[src/rtl/wdg_pkg.sv]
package wdg_pkg;

    localparam logic [7:0] KEY_A_DEF = 8'h1E;
    localparam logic [7:0] KEY_B_DEF = 8'hE1;

    typedef enum logic {
        KEY_IDLE = 1'b0,
        KEY_HALF = 1'b1
    } key_st_e;

    typedef struct packed {
        key_st_e st;
    } key_state_t;

    typedef struct packed {
        logic wake_wait;
    } gate_state_t;

endpackage

[src/rtl/wdg_key_fsm.sv]
module wdg_key_fsm
    import wdg_pkg::*;
#(
    parameter int               DATA_W    = 8,
    parameter logic [DATA_W-1:0] KEY_FIRST  = KEY_A_DEF,
    parameter logic [DATA_W-1:0] KEY_SECOND = KEY_B_DEF
) (
    input  logic              clk_i,
    input  logic              rst_ni,
    input  logic              wr_en_i,
    input  logic [DATA_W-1:0] wr_data_i,
    input  logic              lock_i,
    output logic              key_ok_o
);

    key_state_t s_d, s_q;

    always_comb begin
        s_d      = s_q;
        key_ok_o = 1'b0;
        if (lock_i) begin
            s_d.st = KEY_IDLE;
        end else if (wr_en_i) begin
            if (wr_data_i == KEY_FIRST) begin
                s_d.st = KEY_HALF;
            end else begin
                if ((wr_data_i == KEY_SECOND) && (s_q.st == KEY_HALF)) begin
                    key_ok_o = 1'b1;
                end
                s_d.st = KEY_IDLE;
            end
        end
    end

    always_ff @(posedge clk_i or negedge rst_ni) begin
        if (!rst_ni) s_q <= '{st: KEY_IDLE};
        else         s_q <= s_d;
    end

    AST_KEY_ABANDON: assert property (@(posedge clk_i) disable iff (!rst_ni)
        (wr_en_i && !lock_i && (wr_data_i != KEY_FIRST)) |=> (s_q.st == KEY_IDLE));

    AST_KEY_SINGLE: assert property (@(posedge clk_i) disable iff (!rst_ni)
        key_ok_o |=> !key_ok_o);

endmodule

[src/rtl/wdg_run_gate.sv]
module wdg_run_gate
    import wdg_pkg::*;
(
    input  logic clk_i,
    input  logic rst_ni,
    input  logic idle_i,
    input  logic idle_pause_i,
    input  logic pdown_i,
    input  logic wake_n_i,
    output logic run_ok_o
);

    gate_state_t s_d, s_q;
    logic        idle_hold;
    logic        wake_hold;

    always_comb begin
        s_d = s_q;
        if (pdown_i) begin
            s_d.wake_wait = 1'b1;
        end else if (wake_n_i) begin
            s_d.wake_wait = 1'b0;
        end
        idle_hold = idle_i && idle_pause_i;
        wake_hold = s_q.wake_wait && !wake_n_i;
        run_ok_o  = !pdown_i && !wake_hold && !idle_hold;
    end

    always_ff @(posedge clk_i or negedge rst_ni) begin
        if (!rst_ni) s_q <= '{wake_wait: 1'b0};
        else         s_q <= s_d;
    end

    AST_WAKE_HOLD: assert property (@(posedge clk_i) disable iff (!rst_ni)
        ($past(pdown_i) && !pdown_i && !wake_n_i) |-> !run_ok_o);

    AST_IDLE_FREE: assert property (@(posedge clk_i) disable iff (!rst_ni)
        (!pdown_i && wake_n_i && !idle_pause_i) |-> run_ok_o);

endmodule

[src/rtl/wdg_core.sv]
module wdg_core #(
    parameter int CNT_W     = 14,
    parameter int PULSE_LEN = 98
) (
    input  logic clk_i,
    input  logic rst_ni,
    input  logic tick_i,
    input  logic run_ok_i,
    input  logic key_ok_i,
    input  logic rso_dis_i,
    output logic armed_o,
    output logic busy_o,
    output logic rst_pulse_o
);

    localparam int               PW         = $clog2(PULSE_LEN + 1);
    localparam logic [CNT_W-1:0] CNT_TOP    = '1;
    localparam logic [PW-1:0]    PULSE_INIT = PW'(PULSE_LEN);
    localparam logic [PW-1:0]    PULSE_LAST = PW'(1);

    typedef struct packed {
        logic             armed;
        logic [CNT_W-1:0] cnt;
        logic [PW-1:0]    pulse;
    } core_state_t;

    core_state_t s_d, s_q;
    logic        busy;

    always_comb begin
        s_d  = s_q;
        busy = (s_q.pulse != '0);
        if (busy) begin
            s_d.pulse = s_q.pulse - 1'b1;
            if (s_q.pulse == PULSE_LAST) begin
                s_d.armed = 1'b0;
                s_d.cnt   = '0;
            end
        end else if (s_q.armed) begin
            if (key_ok_i) begin
                s_d.cnt = '0;
            end else if (tick_i && run_ok_i) begin
                if (s_q.cnt == CNT_TOP) begin
                    s_d.cnt   = '0;
                    s_d.pulse = PULSE_INIT;
                end else begin
                    s_d.cnt = s_q.cnt + 1'b1;
                end
            end
        end else if (key_ok_i) begin
            s_d.armed = 1'b1;
            s_d.cnt   = '0;
        end
        armed_o     = s_q.armed;
        busy_o      = busy;
        rst_pulse_o = busy && !rso_dis_i;
    end

    always_ff @(posedge clk_i or negedge rst_ni) begin
        if (!rst_ni) s_q <= '{armed: 1'b0, cnt: '0, pulse: '0};
        else         s_q <= s_d;
    end

    AST_ARM_NEEDS_KEY: assert property (@(posedge clk_i) disable iff (!rst_ni)
        $rose(s_q.armed) |-> $past(key_ok_i));

    AST_EXPIRE_AT_TOP: assert property (@(posedge clk_i) disable iff (!rst_ni)
        $rose(busy) |-> ($past(s_q.cnt) == CNT_TOP) && $past(tick_i && run_ok_i));

    AST_DISARM_AT_END: assert property (@(posedge clk_i) disable iff (!rst_ni)
        $fell(s_q.armed) |-> ($past(s_q.pulse) == PULSE_LAST));

    AST_HOLD_BLOCKED: assert property (@(posedge clk_i) disable iff (!rst_ni)
        (s_q.armed && !busy && !run_ok_i && !key_ok_i) |=> $stable(s_q.cnt));

endmodule

[src/rtl/seq_watchdog.sv]
module seq_watchdog
    import wdg_pkg::*;
#(
    parameter int               DATA_W     = 8,
    parameter int               CNT_W      = 14,
    parameter int               PULSE_LEN  = 98,
    parameter logic [DATA_W-1:0] KEY_FIRST  = KEY_A_DEF,
    parameter logic [DATA_W-1:0] KEY_SECOND = KEY_B_DEF
) (
    input  logic              clk_i,
    input  logic              rst_ni,
    input  logic              tick_i,
    input  logic              wr_en_i,
    input  logic [DATA_W-1:0] wr_data_i,
    input  logic              idle_i,
    input  logic              idle_pause_i,
    input  logic              pdown_i,
    input  logic              wake_n_i,
    input  logic              rso_dis_i,
    output logic              rst_pulse_o,
    output logic              armed_o
);

    logic key_ok;
    logic run_ok;
    logic busy;

    wdg_key_fsm #(
        .DATA_W    (DATA_W),
        .KEY_FIRST (KEY_FIRST),
        .KEY_SECOND(KEY_SECOND)
    ) u_key (
        .clk_i    (clk_i),
        .rst_ni   (rst_ni),
        .wr_en_i  (wr_en_i),
        .wr_data_i(wr_data_i),
        .lock_i   (busy),
        .key_ok_o (key_ok)
    );

    wdg_run_gate u_gate (
        .clk_i       (clk_i),
        .rst_ni      (rst_ni),
        .idle_i      (idle_i),
        .idle_pause_i(idle_pause_i),
        .pdown_i     (pdown_i),
        .wake_n_i    (wake_n_i),
        .run_ok_o    (run_ok)
    );

    wdg_core #(
        .CNT_W    (CNT_W),
        .PULSE_LEN(PULSE_LEN)
    ) u_core (
        .clk_i      (clk_i),
        .rst_ni     (rst_ni),
        .tick_i     (tick_i),
        .run_ok_i   (run_ok),
        .key_ok_i   (key_ok),
        .rso_dis_i  (rso_dis_i),
        .armed_o    (armed_o),
        .busy_o     (busy),
        .rst_pulse_o(rst_pulse_o)
    );

    AST_MASKED_PULSE_KEEPS_ARM: assert property (@(posedge clk_i) disable iff (!rst_ni)
        (rso_dis_i && $rose(busy)) |-> (armed_o && !rst_pulse_o));

endmodule

[config.mk]
export PLATFORM = sky130hd
export DESIGN_NAME = seq_watchdog
export DESIGN_NICKNAME = d
export VERILOG_FILES = /design/src/rtl/wdg_pkg.sv /design/src/rtl/wdg_key_fsm.sv /design/src/rtl/wdg_run_gate.sv /design/src/rtl/wdg_core.sv /design/src/rtl/seq_watchdog.sv
export SDC_FILE = /design/constraint.sdc
export NUM_CORES = 1
export LEC_CHECK = 0
export ABC_AREA = 0
export BUFFER_PORTS_ARGS = -buffer_cell sky130_fd_sc_hd__buf_2
export CAP_MARGIN = 20
export CORE_MARGIN = 2
export CORE_UTILIZATION = 28
export DETAILED_ROUTE_END_ITERATION = 10
export GPL_TIMING_DRIVEN = 0
export RECOVER_POWER = 50
export SLEW_MARGIN = 20
export SYNTH_ARGS = -nofsm -noshare
export SYNTH_HDL_FRONTEND = slang
export SYNTH_HIERARCHICAL = 1
export SYNTH_SLANG_ARGS = --single-unit
[constraint.sdc]
create_clock -name clk_i -period 3.1 [get_ports clk_i]
set_input_delay 0 -clock clk_i [delete_from_list [all_inputs] [get_ports clk_i]]
set_output_delay 0 -clock clk_i [all_outputs]
set_load 0.05 [all_outputs]
# Yosys cells after proc, flatten, opt, wreduce, memory -nomap -nowiden
# Index checks and enable logic that the tools add are counted.
dict set report classes {
  n_mux 20
  n_eq_ne 6
  n_addsub 2
  n_reduce_logical 22
}
# cell count
set op_table {}
lappend op_table {{14-bit 2-to-1 mux} 3}
lappend op_table {{15-bit 2-to-1 mux} 2}
lappend op_table {{22-bit 2-to-1 mux} 1}
lappend op_table {{21-bit 2-to-1 mux} 1}
lappend op_table {{7-bit 2-to-1 mux} 3}
lappend op_table {{14-bit by 1-bit adder with 14-bit output, second input constant} 1}
lappend op_table {{14-bit == test, second input constant} 1}
lappend op_table {{1-bit 2-to-1 mux} 10}
lappend op_table {{2-bit nonzero test} 5}
lappend op_table {{8-bit by 5-bit == test with 1-bit output, second input constant} 1}
lappend op_table {{8-bit == test, second input constant} 1}
lappend op_table {{7-bit by 1-bit == test with 1-bit output, second input constant} 1}
lappend op_table {{1-bit logical AND} 7}
lappend op_table {{7-bit nonzero test} 1}
lappend op_table {{7-bit by 1-bit subtractor with 7-bit output, second input constant} 1}
lappend op_table {{3-bit nonzero test} 2}
lappend op_table {{1-bit logical NOT} 5}
lappend op_table {{2-bit by 1-bit != test with 1-bit output, second input constant} 2}
lappend op_table {{4-bit AND reduction} 1}
lappend op_table {{3-bit AND reduction} 1}
dict set report word_totals {
  elab_cells 55
  output_inout_bits 2
  reg_bits 24
  in_bits 17
}

# Logic depth before layout (Yosys ltp)
dict set report logic_depth {
  word_depth 10
  depth_mapped 13
  ltp_nobuf 11
}

# Cells and area by module
# Netlist, hierarchy kept.
# module cells_each instances area_each_um2 seq_area_each_um2
set by_module_without_submodules {}
lappend by_module_without_submodules {wdg_core 143 1 1295.0 550.5}
lappend by_module_without_submodules {wdg_key_fsm 10 1 102.6 25.0}
lappend by_module_without_submodules {wdg_run_gate 4 1 52.6 25.0}

# Least setup slack after synthesis
# OpenSTA, ideal clock, no wires.
dict set report synth_timing {
  path_type {register to register}
  start {register u_core/s_q[2] (netlist name)}
  end {register u_core/s_q[16] (netlist name)}
  required_time_ns 3.024
  path_stages_with_launch 12
  setup_ns 0.076
  period_less_slack_ns 3.170
  n_path_buf 0
  t_arrival_ns 3.093
  slack_ns -0.070
  path_cell_list {dfrtp_1 > or4_4 > nor2_8 > and2_1 > inv_1 > nand2b_1 > nor4_1 > a31oi_1 > a21oi_1 > nand2_4 > or4_1 > o21ai_1}
}
dict set report synth_between {
  elab_chain_cells 5
  word_cells_on_any_way 10
  classes_between {eq/ne: 2; mux: 4; reduce/logical: 4}
}
# item line_no
set synth_lines {}
lappend synth_lines {{start, declared} wdg_core.sv:27} ;# core_state_t s_d, s_q;
lappend synth_lines {{start signal, assigned} wdg_core.sv:60} ;# if (!rst_ni) s_q <= '{armed: 1'b0, cnt: '0, pulse: '0};
lappend synth_lines {{7-bit nonzero test (*)} wdg_core.sv:32} ;# busy = (s_q.pulse != '0);
lappend synth_lines {{named net busy} seq_watchdog.sv:26} ;# logic busy;
lappend synth_lines {{1-bit 2-to-1 mux (*)} wdg_key_fsm.sv:21} ;# if (lock_i) begin
lappend synth_lines {{named net key_ok} seq_watchdog.sv:24} ;# logic key_ok;
lappend synth_lines {{14-bit 2-to-1 mux} wdg_core.sv:40} ;# if (key_ok_i) begin
lappend synth_lines {{14-bit 2-to-1 mux} wdg_core.sv:39} ;# end else if (s_q.armed) begin
lappend synth_lines {{22-bit 2-to-1 mux} wdg_core.sv:33} ;# if (busy) begin
# Mark *: on every way through the listed nets, which the timed path passes. The rest lies on a longest branch.
# A chain may end at the register's enable or synchronous reset.

# Worst setup path in the final report
dict set report layout_timing {
  start {register u_core/s_q[3] (netlist name)}
  end {register u_core/s_q[9] (netlist name)}
}
# The elaborated chain is that of the path after synthesis.

==> impl_metrics.json <==
{
  "status": "completed",
  "synth-seq-area-share_pct": 41.4,
  "avgViaCountPerCell": 4.98,
  "grt_pass1_wl_mm": 5.53,
  "crit_fanout": 10,
  "synth_warnings": 6,
  "stdcell_count": 267,
  "synth_cells": 157,
  "powerDensity_nw_per_um2": 301,
  "drt.antenna.violating_nets": 0,
  "critPathArrivalTime_ns": 3.12,
  "syn-num-nets": 178,
  "cp_data_required_time_ns": 3.26,
  "yosysUniqueCellTypes": 47,
  "die_y_um": 76.0,
  "clk_latency_ns": 0.27,
  "dp.cells": 245,
  "die_area_um2": 5770,
  "start_util_pct": 28.8,
  "drtPass1Iterations": 4,
  "preCtsSetupSlack_ns": -0.405,
  "crit_path_end_kind": "flop",
  "synth_ff_type": "dfrtp_1",
  "reg2reg_depth": 13,
  "final_design_area_no_fill_um2": 1880,
  "antenna_found_initial": 0,
  "peakVddDrop_uv": 129,
  "tns_ns": 0,
  "gr-total-overflow": 0,
  "place_congestion": 0.788,
  "min_to": "u_key/s_q$_DFFE_PN0P_",
  "relSlewSlack_pct": 10.8,
  "numPortBuffers": 18,
  "post-dp-hpwl_mm": 2.21,
  "design_power_total_mw": 0.565,
  "grt_max_degree": 25,
  "final_util_pct": 37.2,
  "cts.sinks": 24,
  "io_pins": 19,
  "tightest_slew_ns": 1.34,
  "hold_violations": 0,
  "skew_ns": 0.00431,
  "syn_area_um2": 1450,
  "root_buffer": "clkbuf_8",
  "crit-reg2reg-launch": "u_core/s_q[3]$_DFFE_PN0P_",
  "ys_ff_latch": 24,
  "setup_viol": 0,
  "slew_viol_final": 0,
  "cts_made_buffers": 3,
  "period_share_pct": 95.4,
  "grt_pass1_vias": 1249,
  "power.leakage_nw": 0.824,
  "place_area_um2": 1630,
  "maxCapViolations": 0,
  "clockBufferDepth": 2,
  "hold_class": "primary input to flop",
  "track_usage_pct": 11.5,
  "drt-initial-drc-count": 33,
  "reg2reg_slack_ns": 0.14,
  "cts_max_level": 1,
  "hold_path_startpoint": "wr_data_i[0]",
  "cts_tree": "built",
  "r2r_end": "u_core/s_q[9]$_DFFE_PN0P_",
  "row_count": 26,
  "max_freq_ghz": 0.338,
  "die_w_um": 76.0,
  "clkTransAtPathRegs_ns": 0.09,
  "drt_wl_total_mm": 3.29,
  "num_vias": 1330,
  "drc": 0,
  "fin_nets": 219,
  "start_kind": "flop",
  "antenna_cells": 0,
  "area_growth_pct": 29.4,
  "hold_depth": 3,
  "num-fill-cells": 490,
  "avgSynthCellArea_um2": 9.24,
  "crit_type": "flop to flop",
  "core_um2": 5040,
  "period_minus_slack_ns": 2.96,
  "synth_edf_count": 0,
  "finalWorstSetupSlack_ns": 0.143,
  "drive_gt1_share_pct": 30.5,
  "wl_per_cell_um": 12.3,
  "holdWs_ns": 0.00596,
  "async_reset_ff_share_pct": 100
}
==> repair_timing <==
action / CTS / global route
setup endpoints to repair: 14 / 13
hold buffers: 2 / 0
pin swaps: 3 / 9
resized for setup: 5 / 10
hold endpoints to repair: 25 / 0
setup buffers: 4 / 13
==> flip-flops by register name, summed over array words and instances (netlist names) <==
register	count
u_core/armed_o	1
u_key/s_q	1
u_core/s_q	21
u_gate/s_q	1
==> Yosys cell counts (3+ instances only) <==
library cell | n | area share [%]
a31oi_1 | 4 | 1.7
o21ai_0 | 10 | 3.5
nor2_1 | 13 | 3.4
nand4_1 | 5 | 2.2
nand3_1 | 10 | 3.5
dfrtp_1 | 24 | 41
nor2b_1 | 3 | 1.3
nand2_1 | 13 | 3.4
ha_1 | 4 | 3.5
o31ai_1 | 6 | 3.1
inv_1 | 8 | 2.1
or4_1 | 5 | 2.6
a21oi_1 | 10 | 3.5
==> per-layer routing <==
| metal | global-route usage (%) | part of all wire (%) |
|---|---|---|
| met5 | 0 | 0 |
| met4 | 4.00 | 1.4 |
| met3 | 1.79 | 2.6 |
| met2 | 19.6 | 47 |
| met1 | 14.9 | 49 |
==> logic make-up after synthesis <==
group / Yosys count / share of synthesized area, %
compound gates: 42 / 19.1
xor+xnor: 3 / 1.81
fa+ha+maj: 4 / 3.45
buf+inv: 12 / 3.19
flops: 24 / 41.4
mux: 1 / 0.690
simple gates: 71 / 30.4
==> power breakdown <==
group / switching, mW / total (mW) / internal [mW]
logic: 0.0143 / 0.0271 / 0.0128
registers: 0.000611 / 0.314 / 0.314
clock network: 0.110 / 0.224 / 0.114
==> placed cells by master, fill, tap and decap left out, types with 4 or more instances in the layout <==
master and count:
dfrtp_1 22, buf_2 19, buf_4 17, nor2_1 13
nand2_1 13, nand3_1 10, o21ai_0 9, a21oi_1 9
inv_1 7, o31ai_1 6, nand4_1 5, clkbuf_8 4
a31oi_1 4, or4_1 4, ha_1 4
==> layout make-up <==
| cell class | count | area [µm²] | area share, % |
|---|---|---|---|
| sequential | 24 | 603 | 32.1 |
| multi-input combinational | 121 | 851 | 45.3 |
| timing repair buffer | 37 | 236 | 12.6 |
| buffer | 3 | 13.8 | 0.733 |
| tap | 70 | 87.6 | 4.67 |
| clock buffer | 4 | 55.1 | 2.93 |
| inverter | 8 | 30.0 | 1.60 |
==> worst max path at each step <==
stage | startpoint | endpoint | slack (ns) | cells after the start
CTS | u_core/s_q[2]$_DFFE_PN0P_ | u_core/s_q[12]$_DFFE_PN0P_ | 0.04 | 11
floorplan | u_core/s_q[2]$_DFFE_PN0P_ | u_core/s_q[16]$_DFFE_PN0P_ | 0.03 | 11
detailed placement | u_core/s_q[2]$_DFFE_PN0P_ | u_core/s_q[19]$_DFFE_PN0P_ | -0.40 | 12
global route | u_core/s_q[3]$_DFFE_PN0P_ | u_core/s_q[11]$_DFFE_PN0P_ | -0.01 | 13
finish | u_core/s_q[3]$_DFFE_PN0P_ | u_core/s_q[9]$_DFFE_PN0P_ | 0.14 | 13
global placement | u_core/s_q[2]$_DFFE_PN0P_ | u_core/s_q[15]$_DFFE_PN0P_ | -0.41 | 11
==> worst max-delay path, cell delays in order, from the launching register on <==
cell	delay (ns)
dfrtp_2	0.43
or4_4	0.58
nor2_8	0.15
and2_4	0.18
inv_2	0.06
nand2b_4	0.15
nor4_4	0.32
a31oi_1	0.09
a21oi_2	0.20
buf_4	0.16
nand2_4	0.07
buf_2	0.19
o21ai_0	0.17
o31ai_1	0.09
No activity file was read; power rests on OpenSTA's default activity.
